<file path="config.mk">
export PLATFORM = sky130hd
export DESIGN_NAME = inflight_line_tracker
export DESIGN_NICKNAME = d
export VERILOG_FILES = /design/src/rtl/lt_pkg.sv /design/src/rtl/lt_line_table.sv /design/src/rtl/lt_cmd_encoder.sv /design/src/rtl/inflight_line_tracker.sv
export SDC_FILE = /design/constraint.sdc
export NUM_CORES = 2
export LEC_CHECK = 0
export BUFFER_PORTS_ARGS = -buffer_cell sky130_fd_sc_hd__buf_4
export CAP_MARGIN = 20
export CORE_ASPECT_RATIO = 0.6
export CORE_MARGIN = 1.5
export CORE_UTILIZATION = 35
export CTS_CLUSTER_DIAMETER = 60
export DETAILED_ROUTE_END_ITERATION = 12
export PLACE_DENSITY_LB_ADDON = 0.05
export SLEW_MARGIN = 5
export SYNTH_ARGS = -nofsm -noshare
export SYNTH_HDL_FRONTEND = slang
export SYNTH_SLANG_ARGS = --single-unit
</file>
<file path="constraint.sdc">
create_clock -name clk -period 23.5 [get_ports clk]
set_input_delay 4.7 -clock clk [delete_from_list [all_inputs] [get_ports clk]]
set_output_delay 4.7 -clock clk [all_outputs]
set_load 0.02 [all_outputs]
</file>
<file path="src/rtl/lt_pkg.sv">
package lt_pkg;

  typedef enum logic [2:0] {
    K_LOAD   = 3'd0,
    K_FETCH  = 3'd1,
    K_STORE  = 3'd2,
    K_RMW_RD = 3'd3,
    K_RMW_WR = 3'd4,
    K_LK_RD  = 3'd5,
    K_LK_WR  = 3'd6
  } kind_e;

  typedef enum logic [1:0] {
    C_LOAD   = 2'd0,
    C_STORE  = 2'd1,
    C_FETCH  = 2'd2,
    C_ATOMIC = 2'd3
  } cmd_e;

  typedef enum logic [2:0] {
    S_OK     = 3'd0,
    S_ALIAS  = 3'd1,
    S_FULL   = 3'd2,
    S_SCFAIL = 3'd3,
    S_SPAN   = 3'd4
  } stat_e;

  localparam logic [1:0] M_USER   = 2'd0;
  localparam logic [1:0] M_SUPER  = 2'd1;
  localparam logic [1:0] M_DEVICE = 2'd2;

  // Loads and fetches are tracked as reads; everything else as writes.
  function automatic logic goes_to_wtab(input logic [2:0] k);
    return !((k == K_LOAD) || (k == K_FETCH));
  endfunction

endpackage

</file>
<file path="src/rtl/lt_line_table.sv">
module lt_line_table #(
  parameter int ENTRIES = 8,
  parameter int LINE_W  = 26,
  parameter int ID_W    = 8,
  parameter int TS_W    = 16,
  parameter int OCC_W   = $clog2(ENTRIES + 1)
) (
  input  logic              clk,
  input  logic              rst_n,
  input  logic [LINE_W-1:0] look_line,
  output logic              look_hit,
  input  logic              alloc_en,
  input  logic [LINE_W-1:0] alloc_line,
  input  logic [ID_W-1:0]   alloc_id,
  input  logic              alloc_flag,
  input  logic [TS_W-1:0]   now,
  input  logic              rel_en,
  input  logic [LINE_W-1:0] rel_line,
  output logic              rel_hit,
  output logic [ID_W-1:0]   rel_id,
  output logic              rel_flag,
  output logic              has_free,
  output logic [OCC_W-1:0]  occ,
  input  logic [TS_W-1:0]   limit,
  output logic              stale
);

  localparam int IDX_W = (ENTRIES > 1) ? $clog2(ENTRIES) : 1;

  logic [ENTRIES-1:0] vld;
  logic [LINE_W-1:0]  line_q [ENTRIES];
  logic [ID_W-1:0]    id_q   [ENTRIES];
  logic               flag_q [ENTRIES];
  logic [TS_W-1:0]    ts_q   [ENTRIES];

  logic [ENTRIES-1:0] look_m, rel_m, stale_m;
  logic [IDX_W-1:0]   free_idx;

  for (genvar g = 0; g < ENTRIES; g++) begin : g_slot
    logic [TS_W-1:0] age;
    assign age        = now - ts_q[g];
    assign look_m[g]  = vld[g] && (line_q[g] == look_line);
    assign rel_m[g]   = vld[g] && (line_q[g] == rel_line);
    assign stale_m[g] = vld[g] && (age >= limit);
  end

  assign look_hit = |look_m;
  assign rel_hit  = |rel_m;
  assign stale    = |stale_m;
  assign occ      = OCC_W'($countones(vld));

  always_comb begin
    has_free = 1'b0;
    free_idx = '0;
    for (int i = ENTRIES - 1; i >= 0; i--) begin
      if (!vld[i]) begin
        has_free = 1'b1;
        free_idx = IDX_W'(i);
      end
    end
  end

  always_comb begin
    rel_id   = '0;
    rel_flag = 1'b0;
    for (int i = 0; i < ENTRIES; i++) begin
      if (rel_m[i]) begin
        rel_id   = rel_id | id_q[i];
        rel_flag = rel_flag | flag_q[i];
      end
    end
  end

  always_ff @(posedge clk) begin
    if (!rst_n) begin
      vld <= '0;
    end else begin
      for (int i = 0; i < ENTRIES; i++) begin
        if (rel_en && rel_m[i]) vld[i] <= 1'b0;
        if (alloc_en && has_free && (free_idx == IDX_W'(i))) begin
          vld[i]    <= 1'b1;
          line_q[i] <= alloc_line;
          id_q[i]   <= alloc_id;
          flag_q[i] <= alloc_flag;
          ts_q[i]   <= now;
        end
      end
    end
  end

endmodule

</file>
<file path="src/rtl/lt_cmd_encoder.sv">
module lt_cmd_encoder
  import lt_pkg::*;
(
  input  logic [2:0] kind,
  input  logic [1:0] mode,
  output logic [1:0] code,
  output logic       priv
);

  always_comb begin
    case (kind)
      K_LOAD:  code = C_LOAD;
      K_FETCH: code = C_FETCH;
      K_STORE: code = C_STORE;
      default: code = C_ATOMIC;
    endcase
    priv = (mode == M_SUPER);
  end

endmodule

</file>
<file path="src/rtl/inflight_line_tracker.sv">
module inflight_line_tracker
  import lt_pkg::*;
#(
  parameter int ADDR_W       = 32,
  parameter int LINE_BYTES   = 64,
  parameter int ENTRIES      = 8,
  parameter int MAX_OUT      = 12,
  parameter int ID_W         = 8,
  parameter int TS_W         = 16,
  parameter int DEADLOCK_CYC = 1000,
  localparam int OFF_W       = $clog2(LINE_BYTES),
  localparam int LINE_W      = ADDR_W - OFF_W,
  localparam int LEN_W       = OFF_W + 1
) (
  input  logic              clk,
  input  logic              rst_n,
  input  logic              req_valid,
  output logic              req_ready,
  input  logic [2:0]        req_kind,
  input  logic [1:0]        req_mode,
  input  logic [ADDR_W-1:0] req_addr,
  input  logic [LEN_W-1:0]  req_len,
  output logic              cmd_valid,
  input  logic              cmd_ready,
  output logic [1:0]        cmd_code,
  output logic              cmd_priv,
  output logic [LINE_W-1:0] cmd_line,
  output logic [ADDR_W-1:0] cmd_addr,
  output logic [LEN_W-1:0]  cmd_len,
  output logic              ack_valid,
  output logic [2:0]        ack_status,
  output logic [ID_W-1:0]   ack_id,
  input  logic              cpl_valid,
  input  logic              cpl_wtab,
  input  logic [LINE_W-1:0] cpl_line,
  output logic              done_valid,
  output logic [ID_W-1:0]   done_id,
  output logic              done_err,
  output logic              deadlock
);

  localparam int OCC_W = $clog2(ENTRIES + 1);
  localparam int CNT_W = $clog2(2 * ENTRIES + 1);

  logic [LINE_W-1:0] req_line;
  logic [OFF_W-1:0]  req_off;
  logic [LEN_W:0]    span_end;
  logic              span_bad, to_w, alias_hit, no_room, res_match, accept, fire;
  logic [2:0]        status;

  logic              rd_hit, wr_hit, rd_free, wr_free, rd_stale, wr_stale;
  logic              rd_rel_hit, wr_rel_hit, rd_rel_flag, wr_rel_flag;
  logic [ID_W-1:0]   rd_rel_id, wr_rel_id;
  logic [OCC_W-1:0]  rd_occ, wr_occ;
  logic              cpl_hit, cpl_flag;
  logic [ID_W-1:0]   cpl_id;

  logic [CNT_W-1:0]  outstanding;
  logic [ID_W-1:0]   next_id;
  logic [TS_W-1:0]   now;
  logic              res_vld;
  logic [LINE_W-1:0] res_line;

  assign req_line = req_addr[ADDR_W-1:OFF_W];
  assign req_off  = req_addr[OFF_W-1:0];
  assign span_end = (LEN_W+1)'(req_off) + (LEN_W+1)'(req_len);
  assign span_bad = span_end > (LEN_W+1)'(LINE_BYTES);

  assign to_w      = goes_to_wtab(req_kind);
  assign alias_hit = rd_hit || wr_hit;
  assign no_room   = (outstanding >= CNT_W'(MAX_OUT)) || (to_w ? !wr_free : !rd_free);
  assign res_match = res_vld && (res_line == req_line);

  always_comb begin
    if (span_bad)                                 status = S_SPAN;
    else if (alias_hit)                           status = S_ALIAS;
    else if (no_room)                             status = S_FULL;
    else if ((req_kind == K_LK_WR) && !res_match) status = S_SCFAIL;
    else                                          status = S_OK;
  end

  assign req_ready = cmd_ready;
  assign fire      = req_valid && req_ready;
  assign accept    = fire && (status == S_OK);
  assign cmd_valid = req_valid && (status == S_OK);
  assign cmd_line  = req_line;
  assign cmd_addr  = req_addr;
  assign cmd_len   = req_len;

  lt_cmd_encoder u_enc (
    .kind (req_kind),
    .mode (req_mode),
    .code (cmd_code),
    .priv (cmd_priv)
  );

  lt_line_table #(
    .ENTRIES (ENTRIES), .LINE_W (LINE_W), .ID_W (ID_W), .TS_W (TS_W), .OCC_W (OCC_W)
  ) u_rd_tab (
    .clk        (clk),
    .rst_n      (rst_n),
    .look_line  (req_line),
    .look_hit   (rd_hit),
    .alloc_en   (accept && !to_w),
    .alloc_line (req_line),
    .alloc_id   (next_id),
    .alloc_flag (1'b0),
    .now        (now),
    .rel_en     (cpl_valid && !cpl_wtab),
    .rel_line   (cpl_line),
    .rel_hit    (rd_rel_hit),
    .rel_id     (rd_rel_id),
    .rel_flag   (rd_rel_flag),
    .has_free   (rd_free),
    .occ        (rd_occ),
    .limit      (TS_W'(DEADLOCK_CYC)),
    .stale      (rd_stale)
  );

  lt_line_table #(
    .ENTRIES (ENTRIES), .LINE_W (LINE_W), .ID_W (ID_W), .TS_W (TS_W), .OCC_W (OCC_W)
  ) u_wr_tab (
    .clk        (clk),
    .rst_n      (rst_n),
    .look_line  (req_line),
    .look_hit   (wr_hit),
    .alloc_en   (accept && to_w),
    .alloc_line (req_line),
    .alloc_id   (next_id),
    .alloc_flag (req_kind == K_LK_RD),
    .now        (now),
    .rel_en     (cpl_valid && cpl_wtab),
    .rel_line   (cpl_line),
    .rel_hit    (wr_rel_hit),
    .rel_id     (wr_rel_id),
    .rel_flag   (wr_rel_flag),
    .has_free   (wr_free),
    .occ        (wr_occ),
    .limit      (TS_W'(DEADLOCK_CYC)),
    .stale      (wr_stale)
  );

  assign cpl_hit  = cpl_wtab ? wr_rel_hit  : rd_rel_hit;
  assign cpl_id   = cpl_wtab ? wr_rel_id   : rd_rel_id;
  assign cpl_flag = cpl_wtab ? wr_rel_flag : rd_rel_flag;

  always_ff @(posedge clk) begin
    if (!rst_n) begin
      outstanding <= '0;
      next_id     <= '0;
      now         <= '0;
      res_vld     <= 1'b0;
      res_line    <= '0;
      ack_valid   <= 1'b0;
      ack_status  <= '0;
      ack_id      <= '0;
      done_valid  <= 1'b0;
      done_id     <= '0;
      done_err    <= 1'b0;
      deadlock    <= 1'b0;
    end else begin
      now         <= now + 1'b1;
      outstanding <= outstanding + CNT_W'(accept) - CNT_W'(cpl_valid && cpl_hit);
      if (accept) next_id <= next_id + 1'b1;

      // Consuming a reservation comes first; a fresh one set this cycle wins.
      if (accept && (req_kind == K_LK_WR)) res_vld <= 1'b0;
      if (cpl_valid && cpl_wtab && cpl_hit && cpl_flag) begin
        res_vld  <= 1'b1;
        res_line <= cpl_line;
      end

      ack_valid  <= fire;
      ack_status <= status;
      ack_id     <= accept ? next_id : '0;

      done_valid <= cpl_valid;
      done_id    <= (cpl_valid && cpl_hit) ? cpl_id : '0;
      done_err   <= cpl_valid && !cpl_hit;

      if (rd_stale || wr_stale) deadlock <= 1'b1;
    end
  end

endmodule

</file>
==> metrics list <==
- The flow ran to the end, and the final reports show no timing, DRC or antenna violations.
* Final setup margin: approximately 10,000 ps
- Cells with a size suffix above 1 make up 11.13% of the layout.
* DRC violation total after the first TritonRoute iteration: about 3,700
* Routed via count divided by cell count: about 5.4
- Prior to clock tree synthesis, the placed netlist has a worst setup slack of 10,680 ps.
- Of the available clock period, the critical path in the final layout requires 55.44%.
* Count of input and output buffers: around 170
* Post-detailed-route wirelength per cell: 27.09 um
- The clock arrives with about 56 ps of skew.
- Proportion of power drawn by the clock network: 45.2%
- Final worst hold slack: 523.6 ps
* Most common cell after layout, fill and taps aside: edfxtp_1
- Of the synthesized area, sequential elements account for 49.49%.
- WS Path Type: primary input to output pin
* Clock latency on the worst-skew pair: 760 ps
- Measured against its own limit, the worst slew margin works out to ~17%.
- Before antenna repair, the detailed router went through 6 iterations.
- Total GRT Usage: roughly a quarter
- Setup repair after global routing left no endpoint under its margin.
- Area growth from synthesis to layout: 12.79%
- The finished cells cover 59,620 um^2.
- TritonCTS created around 100 clock buffers.
* Number of non-filler instances in the completed layout: 6,873
* Clock sink count: roughly 900
* Maximum resistive drop on vdd: 0.05575 mV
- Summed over all nets, the half-perimeter wirelength after detailed placement is 120.1 mm.
* Worst setup slack for register-to-register paths: 17,800 ps
* Total negative slack for setup checks: 0 ps
- Among all flip-flop cells after synthesis, the most frequent one is edfxtp_1.
- After detailed placement, the design holds a cell count of 6,677.
- The number of antenna violations at the first check in global routing came to 12.
- Max cap viols: 0
- Count of flip-flops with a built-in enable after synthesis: 808
- For this run, design rule violations remaining after detail routing come to 0.
* TritonCTS clock tree: built
* Ports: 169
- Mapped Area: about 53,000 um^2
- Sum of overflow across all layers after global routing: 0
- Delay contributed by the slowest stage of the critical path: 670 ps
- STA classifies the critical path endpoint as an output pin.
* Slew @ Worst Pin: 1229 ps
- Each instance of the synthesized netlist takes up on average 11.45 um^2.
- Proportion of power drawn by combinational gates: 8.0%
- Fill cells in the final layout number about 15,000.
- Die X: 504.7 um
* Slew Limit Fails: 0
- Required time of the critical path: 18,800 ps
- Cell mode on critical path: buf_4
- For this design the static power due to leakage is 21.39 nW.
- In this run switching power makes up 25.45% of total power.
- Initial core utilization: a little over a third
- Async set-reset flop share out of synthesis: 0%
- Number of standard cells after synthesis: 4,618
- Power spread over the standard cell area amounts to 62.70 nW/um^2.
* Number of hold-repair buffers added at the cts stage: 0
- Along the worst path, the maximum fanout reaches 19.
* Global-route wire length before repair: 262.4 mm
* Placement Rows: 110
- Clock edge transition at the registers on the reported setup and hold paths: ~60 ps
- The clock tree synthesis step divided the H-tree into 3 levels.
- In this run the deepest clock path goes through 3 buffers.
- Setup violations remaining at the end of the flow were counted as 0.
* Core box area: 150,000 um^2
- Traced cell by cell, the critical path runs through buf_4, buf_4, xnor2_1, nand4_1, nor4_1, a22oi_1, nand4_1, nor2_1, o21ai_0, nor3_1, buf_4.
* Post-synth cell types: 95
* Design internal power: 2.787 mW
- In this run the cell area measured after placement is 56,120 um^2.
* Clock root cell: clkbuf_16
* Reg power frac: 46.8%
- Total Die Area: around 150,000 um^2
- Number of setup buffers added after CTS: 0
- The library cells used most frequently in the layout, excluding fill and tap cells, are edfxtp_1, xnor2_1, inv_1, buf_4, ha_1.
- Master of the slowest instance on the critical path: nand4_1
- Core utilization of the finished layout: around two fifths
* Final layout net count: just over 5,000
- Arr. time, crit path: about 8300 ps
- The number of nets in the synthesized netlist is 4,967.
- The hold violation total from the final report came to 0.
- Critical path launch point type: primary input
* Fin crit period: 13,030 ps
- Class of the worst hold path: register to register
* Antenna Violating Nets Remaining: 0
- The via count of the first global-routing pass is 34,850.
- Final GP Congestion: 0.8543
* Total wire length after detailed routing: 186.2 mm
- Yosys warning total: 0
- Count of state elements after synthesis: ~900
- In this run the vertical extent of the chip is 304.0 um.
- Sw power: roughly 0.95 mW
- Total of cells resized after clock tree synthesis: 0
* Highest clock frequency the design can meet: between 0.07 and 0.08 GHz
- Overall power consumption after layout is estimated at approximately 3.7 mW.
- Entering global routing, the biggest net connects 64 pins.
- Vias: between 30,000 and 40,000
## routing by layer
metal / GRT usage (%) / share of wire (%) / wire length, um / vias to the layer above
met5: 0 / 0.0064 / 12 / -
li1: - / - / - / 17150
met3: 6.239 / 9.0 / 16710 / 178
met4: 4.220 / 1.5 / 2754 / 2
met2: 30.10 / 37 / 68430 / 1415
met1: 39.07 / 53 / 98310 / 18610
## cell usage after synthesis (19+ instances only)
cell type	n	area share, %
edfxtp_1	808	46
xnor2_1	780	13
inv_1	299	2.1
ha_1	255	6.0
nor2_1	238	1.7
xor2_1	203	3.4
a21oi_1	194	1.8
nand4_1	194	2.3
nand2_1	150	1.1
o21ai_0	141	1.3
buf_4	118	1.7
dfxtp_1	95	3.6
nand3_1	88	0.83
nor4_1	87	1.0
nor3_1	85	0.80
mux2i_1	54	1.0
o21a_1	49	0.70
nand2b_1	48	0.57
buf_2	46	0.44
a21o_1	45	0.64
clkbuf_1	44	0.31
nor2b_1	40	0.47
a31oi_1	30	0.36
a211oi_1	27	0.38
o211ai_1	24	0.34
a221oi_1	23	0.38
and3_1	22	0.26
or4_1	19	0.27
## critical path: cells and delay by family
family,cells,cell delay [ps]
AND/OR/NAND/NOR,5,1650
XOR/XNOR,1,120
AO/OA/AOI/OAI,2,780
buffers and inverters,3,990
## power by group through the flow
stage | combinational, mW | sequential [mW] | clock [mW]
final | 0.298 | 1.75 | 1.69
after global placement | 0.293 | 1.79 | 0
after CTS | 0.294 | 1.75 | 1.73
after detailed placement | 0.293 | 1.79 | 0
after floorplan | 0.181 | 1.79 | 0
after global routing | 0.314 | 1.75 | 1.79
## cell type report
cell class,instances,area (um^2),share of cell area [%]
Inverter,301,1130,1.895
Sequential cell,903,26180,43.91
Clock inverter,57,674.4,1.131
Multi-Input combinational cell,3188,24260,40.69
Tap cell,2016,2522,4.230
Antenna cell,4,10.01,0.01679
Timing Repair Buffer,269,2024,3.395
Clock buffer,135,2816,4.724
## sequential cells by signal, summed over array words and instances (netlist names)
name,cells
u_rd_tab.line_q,208
u_wr_tab.line_q,208
u_rd_tab.ts_q,128
u_wr_tab.ts_q,128
u_rd_tab.id_q,64
u_wr_tab.id_q,64
res_line,26
now,16
ack_id,8
done_id,8
next_id,8
u_rd_tab.vld,8
u_wr_tab.flag_q,8
u_wr_tab.vld,8
outstanding,5
ack_status,3
ack_valid,1
deadlock,1
done_err,1
done_valid,1
res_vld,1
## worst paths after layout
check,start,endpoint,depth (start not counted)
worst min-delay path,res_line[6],res_line[6],2
worst max-delay path,req_addr[20],cmd_valid,11
worst max register to register,u_rd_tab.line_q[1][46],u_rd_tab.ts_q[0][25],13
worst min register to register,res_line[6],res_line[6],2
## logic make-up after synthesis
group / after synthesis / synth area share (%)
AND/OR/NAND/NOR: 1078 / 11.15
XOR/XNOR: 983 / 16.29
flip-flops: 903 / 49.49
buffers and inverters: 527 / 4.930
adder cells (fa/ha/maj): 273 / 6.717
AO/OA/AOI/OAI: 794 / 10.27
multiplexers: 60 / 1.150
Power figures use the tool's default switching activity.
